File: src/rtl/rzt_pkg.sv
package rzt_pkg;
  typedef enum logic [1:0] {
    SYM_NULL = 2'd0,
    SYM_ONE  = 2'd1,
    SYM_ZERO = 2'd2
  } sym_t;

  typedef enum logic [1:0] {
    PH_IDLE = 2'd0,
    PH_DATA = 2'd1,
    PH_REST = 2'd2,
    PH_GAP  = 2'd3
  } phase_t;

  function automatic int max_of(input int a, input int b);
    return (a > b) ? a : b;
  endfunction
endpackage

File: src/rtl/rzt_parity.sv
module rzt_parity #(
  parameter int W = 32
) (
  input  logic [W-1:0] word_in,
  input  logic         par_en,
  input  logic         par_even,
  output logic         top_bit
);
  localparam int LOW_W = W - 1;

  logic low_xor;

  // Ones count parity of the low W-1 bits
  assign low_xor = ^word_in[LOW_W-1:0];

  // Odd sense: top bit set when low ones are even; even sense: copy low parity
  always_comb begin
    if (par_en) top_bit = par_even ? low_xor : ~low_xor;
    else        top_bit = word_in[W-1];
  end
endmodule

File: src/rtl/rzt_seq.sv
module rzt_seq
  import rzt_pkg::*;
#(
  parameter int W       = 32,
  parameter int HI_HALF = 5,
  parameter int LO_HALF = 40,
  parameter int HI_GAP  = 40,
  parameter int LO_GAP  = 320
) (
  input  logic         clk,
  input  logic         rst,
  input  logic         tick,
  input  logic         word_valid,
  input  logic [W-1:0] word_data,
  input  logic         top_bit,
  input  logic         slow_mode,
  output logic         word_ready,
  output sym_t         sym_nxt,
  output logic         done_nxt
);
  localparam int MAXL = max_of(max_of(HI_HALF, LO_HALF), max_of(HI_GAP, LO_GAP));
  localparam int CW   = $clog2(MAXL + 1);
  localparam int IW   = $clog2(W);
  localparam logic [IW-1:0] LAST_IDX = IW'(W - 1);
  localparam logic [CW-1:0] HI_HALF_M1 = CW'(HI_HALF - 1);
  localparam logic [CW-1:0] LO_HALF_M1 = CW'(LO_HALF - 1);
  localparam logic [CW-1:0] HI_GAP_M1  = CW'(HI_GAP - 1);
  localparam logic [CW-1:0] LO_GAP_M1  = CW'(LO_GAP - 1);

  phase_t          ph_q, ph_d;
  logic [CW-1:0]   cnt_q, cnt_d;
  logic [IW-1:0]   idx_q, idx_d;
  logic [W-1:0]    sh_q, sh_d;
  logic            slow_q, slow_d;
  logic [CW-1:0]   half_m1, gap_m1, lim_m1;
  logic            at_end;

  assign half_m1 = slow_q ? LO_HALF_M1 : HI_HALF_M1;
  assign gap_m1  = slow_q ? LO_GAP_M1  : HI_GAP_M1;
  assign lim_m1  = (ph_q == PH_GAP) ? gap_m1 : half_m1;
  assign at_end  = tick && (cnt_q == lim_m1);

  assign word_ready = (ph_q == PH_IDLE);

  always_comb begin
    ph_d     = ph_q;
    cnt_d    = cnt_q;
    idx_d    = idx_q;
    sh_d     = sh_q;
    slow_d   = slow_q;
    done_nxt = 1'b0;
    unique case (ph_q)
      PH_IDLE: begin
        if (word_valid) begin
          ph_d   = PH_DATA;
          cnt_d  = '0;
          idx_d  = '0;
          sh_d   = {top_bit, word_data[W-2:0]};
          slow_d = slow_mode;
        end
      end
      PH_DATA: begin
        if (at_end) begin
          ph_d  = PH_REST;
          cnt_d = '0;
        end else if (tick) begin
          cnt_d = cnt_q + 1'b1;
        end
      end
      PH_REST: begin
        if (at_end) begin
          cnt_d = '0;
          if (idx_q == LAST_IDX) begin
            ph_d = PH_GAP;
          end else begin
            ph_d  = PH_DATA;
            idx_d = idx_q + 1'b1;
            sh_d  = {1'b0, sh_q[W-1:1]};
          end
        end else if (tick) begin
          cnt_d = cnt_q + 1'b1;
        end
      end
      PH_GAP: begin
        if (at_end) begin
          ph_d     = PH_IDLE;
          cnt_d    = '0;
          done_nxt = 1'b1;
        end else if (tick) begin
          cnt_d = cnt_q + 1'b1;
        end
      end
      default: ph_d = PH_IDLE;
    endcase
  end

  always_comb begin
    if (ph_d == PH_DATA) sym_nxt = sh_d[0] ? SYM_ONE : SYM_ZERO;
    else                 sym_nxt = SYM_NULL;
  end

  always_ff @(posedge clk) begin
    if (rst) begin
      ph_q   <= PH_IDLE;
      cnt_q  <= '0;
      idx_q  <= '0;
      sh_q   <= '0;
      slow_q <= 1'b0;
    end else begin
      ph_q   <= ph_d;
      cnt_q  <= cnt_d;
      idx_q  <= idx_d;
      sh_q   <= sh_d;
      slow_q <= slow_d;
    end
  end
endmodule

File: src/rtl/rzt_line_enc.sv
module rzt_line_enc
  import rzt_pkg::*;
(
  input  logic clk,
  input  logic rst,
  input  sym_t sym_nxt,
  input  logic done_nxt,
  input  logic force_null,
  input  logic loop_off,
  output logic line_a,
  output logic line_b,
  output logic lb_a,
  output logic lb_b,
  output logic done
);
  logic a_nxt, b_nxt, lb_en;

  assign a_nxt = (sym_nxt == SYM_ONE)  && !force_null;
  assign b_nxt = (sym_nxt == SYM_ZERO) && !force_null;
  assign lb_en = !loop_off && !force_null;

  always_ff @(posedge clk) begin
    if (rst) begin
      line_a <= 1'b0;
      line_b <= 1'b0;
      lb_a   <= 1'b0;
      lb_b   <= 1'b0;
      done   <= 1'b0;
    end else begin
      line_a <= a_nxt;
      line_b <= b_nxt;
      lb_a   <= a_nxt && lb_en;
      lb_b   <= b_nxt && lb_en;
      done   <= done_nxt;
    end
  end
endmodule

File: src/rtl/rz_word_tx.sv
module rz_word_tx
  import rzt_pkg::*;
#(
  parameter int W       = 32,
  parameter int HI_HALF = 5,
  parameter int LO_HALF = 40,
  parameter int HI_GAP  = 40,
  parameter int LO_GAP  = 320
) (
  input  logic         clk,
  input  logic         rst,
  input  logic         tick,
  input  logic         word_valid,
  input  logic [W-1:0] word_data,
  output logic         word_ready,
  input  logic         slow_mode,
  input  logic         par_en,
  input  logic         par_even,
  input  logic         loop_off,
  input  logic         force_null,
  output logic         line_a,
  output logic         line_b,
  output logic         lb_a,
  output logic         lb_b,
  output logic         done
);
  logic top_bit;
  sym_t sym_nxt;
  logic done_nxt;

  rzt_parity #(.W(W)) u_par (
    .word_in  (word_data),
    .par_en   (par_en),
    .par_even (par_even),
    .top_bit  (top_bit)
  );

  rzt_seq #(
    .W(W), .HI_HALF(HI_HALF), .LO_HALF(LO_HALF), .HI_GAP(HI_GAP), .LO_GAP(LO_GAP)
  ) u_seq (
    .clk        (clk),
    .rst        (rst),
    .tick       (tick),
    .word_valid (word_valid),
    .word_data  (word_data),
    .top_bit    (top_bit),
    .slow_mode  (slow_mode),
    .word_ready (word_ready),
    .sym_nxt    (sym_nxt),
    .done_nxt   (done_nxt)
  );

  rzt_line_enc u_enc (
    .clk        (clk),
    .rst        (rst),
    .sym_nxt    (sym_nxt),
    .done_nxt   (done_nxt),
    .force_null (force_null),
    .loop_off   (loop_off),
    .line_a     (line_a),
    .line_b     (line_b),
    .lb_a       (lb_a),
    .lb_b       (lb_b),
    .done       (done)
  );
endmodule

File: config.mk
export PLATFORM = sky130hd
export DESIGN_NAME = rz_word_tx
export DESIGN_NICKNAME = d
export VERILOG_FILES = /design/src/rtl/rzt_pkg.sv /design/src/rtl/rzt_parity.sv /design/src/rtl/rzt_seq.sv /design/src/rtl/rzt_line_enc.sv /design/src/rtl/rz_word_tx.sv
export SDC_FILE = /design/constraint.sdc
export NUM_CORES = 1
export LEC_CHECK = 0
export CAP_MARGIN = 20
export CORE_MARGIN = 4
export CORE_UTILIZATION = 40
export DETAILED_ROUTE_END_ITERATION = 10
export DONT_BUFFER_PORTS = 1
export SLEW_MARGIN = 20
export SYNTH_ARGS = -nofsm -noshare
export SYNTH_HDL_FRONTEND = slang
export SYNTH_SLANG_ARGS = --single-unit
File: constraint.sdc
create_clock -name clk -period 2.8 [get_ports clk]
set_clock_uncertainty 0.1 [all_clocks]
set_input_delay 0.28 -clock clk [delete_from_list [all_inputs] [get_ports clk]]
set_output_delay 0.28 -clock clk [all_outputs]
set_load 0.02 [all_outputs]
# After elaboration in Yosys (flattened, before gate mapping)

Index checks and enable logic that the tools add are counted.

Register bits after elaboration: 54
Output and inout bits: 6

Reductions and logical operators: 16
Equality and inequality tests: 12
Mux-type cells: 26
$add $sub $neg: 2
Bitwise gates (word level): 2

Operators with widths:

| kind                  | count |
|---|---|
| $mux W32              | 3 |
| $pmux W32 S2          | 1 |
| $mux W9               | 5 |
| $reduce_xor A31 Y1    | 1 |
| $pmux W9 S2           | 1 |
| $mux W5               | 3 |
| $mux W2               | 7 |
| $pmux W5 S2           | 1 |
| $add A9 B1 Y9 const B | 1 |
| $eq A9 B9 Y1          | 1 |
| $pmux W2 S4           | 1 |
| $eq A2 B1 Y1 const B  | 3 |
| $eq A2 B2 Y1 const B  | 3 |
| $logic_and A1 B1 Y1   | 6 |
| $mux W6               | 1 |
| $add A5 B1 Y5 const B | 1 |
| $eq A5 B5 Y1 const B  | 1 |
| $ne A2 B2 Y1 const B  | 2 |
| $reduce_and A2 Y1     | 2 |
| $reduce_and A4 Y1     | 1 |
| $mux W1               | 3 |
| $ne A3 B1 Y1 const B  | 1 |
| $reduce_or A3 Y1      | 1 |
| $logic_not A1 Y1      | 2 |
| 5 further kinds       | 6 |

# Logic depth before layout (Yosys ltp)

Depth after elaboration: 11
Depth in mapped cells: 9

# Hierarchy

From an unflattened synthesis, not the netlist that was laid out.

Cells, all modules: 312
Area, all modules: 2,717.6 µm²

Modules (own cells, without submodules):

| module       | instances | area an instance (µm²) | cells an instance |
|---|---|---|---|
| rzt_seq      | 1         | 2,283.4                | 268 |
| rzt_parity   | 1         | 286.5                  | 32 |
| rzt_line_enc | 1         | 147.6                  | 12 |

# Worst setup path after synthesis

Ideal clock, no wire load.

Path kind: register to register
Start point: reg u_seq.idx_q[0]
End point: reg u_seq.idx_q[0]
Buffers on the path: 1
Required time: 2.572 ns
Period minus slack after synthesis: 2.154 ns
Stages on the path, launching flop included: 9
Data arrival time: 1.926 ns
Path slack: 0.646 ns
Cells stage by stage: dfxtp_1 > ha_1 > and3_1 > ha_1 > nor4_4 > a21oi_1 > clkbuf_1 > mux2i_1 > nor2_1

Word-level cells in the longest chain between the ends: 4
Elaborated cells between the ends (all ways): 7
Those cells by class: add/sub: 1; eq/ne: 2; mux: 3; reduce/logical: 1

RTL lines:

| item                     | RTL line       | RTL |
|---|---|---|
| start: declaration       | rzt_seq.sv:32  | `logic [IW-1:0] idx_q, idx_d;` |
| start signal: assignment | rzt_seq.sv:112 | `idx_q <= idx_d;` |
| $add A5 B1 Y5            | rzt_seq.sv:77  | `idx_d = idx_q + 1'b1;` |
| $mux W5                  | rzt_seq.sv:73  | `if (idx_q == LAST_IDX) begin` |
| $mux W5                  | rzt_seq.sv:71  | `if (at_end) begin` |
| $pmux W5 S2              | rzt_seq.sv:52  | `unique case (ph_q)` |

Several ways; a longest one is shown, not always the timed one. The select of a mux whose other input is x is not followed.
A chain may end at the register's enable or synchronous reset.

# Worst setup path after layout

Start point: reg u_seq.ph_q[0]
End point: reg u_enc.lb_b

Word-level cells in the longest chain between the ends: 11
Elaborated cells between the ends (all ways): 20
Those cells by class: eq/ne: 6; mux: 10; reduce/logical: 4

RTL lines:

| item                                               | RTL line                     | RTL |
|---|---|---|
| start: declaration                                 | rzt_seq.sv:30                | `phase_t ph_q, ph_d;` |
| start signal: assignment                           | rzt_seq.sv:110               | `ph_q <= ph_d;` |
| $eq A2 B2 Y1                                       | rzt_seq.sv:40, rzt_seq.sv:52 |  |
| $mux W9                                            | rzt_seq.sv:40                | `assign lim_m1 = (ph_q == PH_GAP) ? gap_m1 : half_m1;` |
| $eq A9 B9 Y1                                       | rzt_seq.sv:41                | `assign at_end = tick && (cnt_q == lim_m1);` |
| $logic_and A1 B1 Y1                                | rzt_seq.sv:41                |  |
| $mux W2, or another cell as far along              | rzt_seq.sv:85                | `if (at_end) begin` |
| $pmux W2 S4 / $pmux W32 S2 (equally long branches) | rzt_seq.sv:52                |  |
| $eq A2 B1 Y1 / $mux W2 (equally long branches)     | rzt_seq.sv:98                | `if (ph_d == PH_DATA) sym_nxt = sh_d[0] ? SYM_ONE : SYM_ZERO;` |
| $mux W2 (*)                                        | rzt_seq.sv:98                |  |
| $eq A2 B2 Y1 (*)                                   | rzt_line_enc.sv:19           | `assign b_nxt = (sym_nxt == SYM_ZERO) && !force_null;` |
| $logic_and A1 B1 Y1 (*)                            | rzt_line_enc.sv:19           |  |
| $logic_and A1 B1 Y1 (*)                            | rzt_line_enc.sv:33           | `lb_b <= b_nxt && lb_en;` |
| end signal: assignment                             | rzt_line_enc.sv:33           |  |
| end: declaration                                   | rzt_line_enc.sv:13           | `output logic lb_b,` |

Mark *: on every way between the ends. The rest lies on a longest branch, timed or not. The select of a mux whose other input is x is not followed.

==> impl_metrics.py <==
metrics = {
    "floorplan": {
        "die_h_um": 90.0,
        "placementRows": 29,
        "start_util": 0.417,
        "core_um2": 6460,
        "die_w_um": 90.0,
        "dieArea_um2": 8110,
        "ios": 47,
    },
    "synth": {
        "synth.yosys.warnings": 0,
        "synth_nets": 345,
        "ys_ff_latch": 54,
        "avgSynthCellArea_um2": 8.95,
        "seq_area_frac_synth": 0.401,
        "syn-instance-count": 301,
        "synth.distinct_cells": 41,
        "syn-cell-area_um2": 2690,
    },
    "timing": {
        "period_needed_ps": 2370,
        "finalSetupTns_ps": 0,
        "setup_slack_ps": 428,
        "setup_viol": 0,
        "hold_viol": 0,
        "fmax_mhz": 422,
        "final_max_slew_viol_count": 0,
        "worst_pin_slew_ps": 567,
        "rsz0062_at_grt": "no",
        "finalCritPeriodShare": 0.847,
        "relSlewSlack": 0.621,
        "hold_slack_ps": 34.9,
    },
    "clocking": {
        "cts_buffer_depth": 2,
        "cts_tree": "built",
        "clock-sinks": 54,
        "clk_pin_slew_ps": 110,
        "htree_levels": 2,
        "cts-buffers-inserted": 5,
        "root_buffer": "clkbuf_8",
        "post-cts-setup-buffers": 0,
        "clk_latency_ps": 320,
    },
    "critical_path": {
        "cp.arrival_ps": 2520,
        "cp-end-kind": "register",
        "reg2reg_depth": 6,
        "criticalPathCategory": "register to register",
        "rrSetupSlack_ps": 430,
        "critPathLaunchType": "register",
        "cp_data_required_time_ps": 2950,
        "r2r_end": "u_enc.lb_b",
        "cp_max_fo": 13,
        "timing.rr.start": "u_seq.ph_q[0]",
    },
    "layout": {
        "fillCellCount": 633,
        "final_common_cell": "dfxtp_1",
        "final_core_util": 0.447,
        "area_growth_pct": 7.20,
        "final_layout_size_suffix_gt1_frac": 0.101,
        "antenna_cells": 0,
        "final_nets": 340,
        "final_cell_area_um2": 2890,
        "final_cell_mix": "dfxtp_1, nand2_1, a21oi_1",
    },
    "global_route": {
        "antenna_found_initial": 0,
        "grt_pass1_wl_mm": 10.1,
        "grt_max_degree": 43,
        "grt_usage": 0.151,
        "grt_pass1_vias": 1950,
        "grt_overflow": 0,
    },
    "outcome": {
        "outcome": "finished clean",
    },
    "drt": {
        "vias_per_cell": 5.47,
        "dr.max_layer_used": "met4",
        "drtIter0Drc": 142,
        "drt-total-wl_mm": 5.99,
        "met3WireLength_um": 403,
        "num_vias": 2045,
        "antenna_left": 0,
        "drc_errors": 0,
        "post_drt_wl_per_cell_um": 16.0,
        "met1Wirelength_mm": 2.74,
        "wl_met2_mm": 2.78,
        "dr.pass1.iters": 4,
    },
    "power": {
        "vdd_drop_max_mv": 0.317,
        "power.density_nw_per_um2": 570,
        "leakage_nw": 0.962,
    },
    "flow_run": {
        "drv_cap": 0,
    },
    "worst_hold_path": {
        "min_to": "u_seq.sh_q[31]",
        "min-delay-start": "par_en",
        "hold_path_class": "primary input to register",
        "whs_path_depth": 2,
    },
    "placed_design": {
        "dpl_cell_area_um2": 2730,
        "routabilityCongestion": 0.775,
        "io_buffer_count": 0,
        "hpwl_mm": 4.03,
        "pre_cts_ws_ps": 411,
    },
}
timing repair:
item	4_1_cts	5_1_grt
gates resized for setup	0	0
hold buffers	3	0
hold endpoints to repair	44	0
critical path, stage by stage, from the launching register on:
cell	delay, ps
dfxtp_1	600
nand3_1	170
mux2i_2	220
nor4_4	510
nor2_1	120
a311oi_2	380
nor3b_2	220
kinds of logic (layout without fill, tap and decap cells):
logic type,after synthesis,after routing,share of synthesized area
AO/OA/AOI/OAI,82,82,0.210
XOR/XNOR,39,39,0.127
AND/OR/NAND/NOR,100,100,0.194
flip-flops,54,54,0.401
buffers and inverters,20,16,0.0414
multiplexers,3,3,0.0125
adder cells (fa/ha/maj),3,3,0.0139
metrics by stage:
step | power, mW | std cells
after floorplan | 1.06 | 301
after global placement | 1.09 | 363
after detailed placement | 1.10 | 363
after CTS | 1.66 | 374
after global routing | 1.73 | 374
final | 1.65 | 374
cell usage after synthesis:
cell | count | area share
a21oi_2 | 1 | 0.0033
nor3b_1 | 2 | 0.0056
dfxtp_1 | 54 | 0.40
a32oi_1 | 1 | 0.0033
nor3b_2 | 1 | 0.0046
xnor2_1 | 29 | 0.094
and2_1 | 2 | 0.0046
nand3b_1 | 1 | 0.0028
a2bb2oi_1 | 1 | 0.0033
a311oi_2 | 1 | 0.0056
a22oi_1 | 20 | 0.056
nor4b_1 | 1 | 0.0033
nor4_4 | 1 | 0.0079
a31oi_1 | 1 | 0.0023
nor3_1 | 8 | 0.015
or2_1 | 1 | 0.0023
and3_1 | 7 | 0.016
mux2i_1 | 2 | 0.0074
and4b_1 | 1 | 0.0037
nor2b_1 | 2 | 0.0046
nor2_1 | 18 | 0.025
a21oi_1 | 38 | 0.071
buf_2 | 2 | 0.0037
nand3_1 | 7 | 0.013
or3b_1 | 1 | 0.0033
inv_1 | 2 | 0.0028
xor2_1 | 10 | 0.033
buf_4 | 1 | 0.0028
buf_6 | 4 | 0.017
clkbuf_1 | 11 | 0.015
nand2_1 | 40 | 0.056
nand2b_1 | 2 | 0.0046
nand4_1 | 3 | 0.0070
a21o_1 | 2 | 0.0056
o21ai_0 | 6 | 0.011
nand4bb_4 | 1 | 0.010
o31ai_1 | 1 | 0.0028
a22oi_2 | 10 | 0.046
mux2i_2 | 1 | 0.0051
ha_1 | 3 | 0.014
nand4bb_1 | 1 | 0.0042
registers in the layout, indices dropped and copies added, names as in the netlist:
name          cells
u_enc.done        1
u_enc.lb_a        1
u_enc.lb_b        1
u_enc.line_a      1
u_enc.line_b      1
u_seq.cnt_q       9
u_seq.idx_q       5
u_seq.ph_q        2
u_seq.sh_q       32
u_seq.slow_q      1
where the power goes:
group / leakage, nW / internal, mW / switching, mW
clock: 0.0563 / 0.273 / 0.283
sequential: 0.441 / 0.804 / 0.0290
combinational: 0.465 / 0.128 / 0.128
total: 0.962 / 1.21 / 0.440
layout make-up:
class / instances / area, µm² / area share
Timing Repair Buffer: 6 / 75.1 / 0.0260
Tap cell: 77 / 96.3 / 0.0334
Clock buffer: 5 / 68.8 / 0.0238
Clock inverter: 3 / 48.8 / 0.0169
Inverter: 2 / 7.51 / 0.00260
Sequential cell: 54 / 1080 / 0.375
Multi-Input combinational cell: 227 / 1510 / 0.523
per-layer routing:
layer / track usage / up-vias
li1: - / 1044
met1: 0.201 / 945
met2: 0.232 / 49
met3: 0.0492 / 7
met5: 0 / -
met4: 0.0421 / 0
worst max-delay path by stage:
| stage | from | end | slack (ps) | depth (start not counted) |
|---|---|---|---|---|
| 2_1_floorplan | u_seq.idx_q[0] | u_seq.idx_q[0] | 650 | 8 |
| 3_3_place_gp | u_seq.ph_q[0] | u_seq.sh_q[7] | 460 | 7 |
| 3_5_place_dp | u_seq.ph_q[0] | u_enc.lb_b | 410 | 6 |
| 4_1_cts | u_seq.ph_q[0] | u_enc.lb_b | 380 | 6 |
| 5_1_grt | u_seq.ph_q[0] | u_enc.lb_b | 170 | 6 |
| 6_report | u_seq.ph_q[0] | u_enc.lb_b | 430 | 6 |
Note: power is estimated with default switching activity, not from simulation.
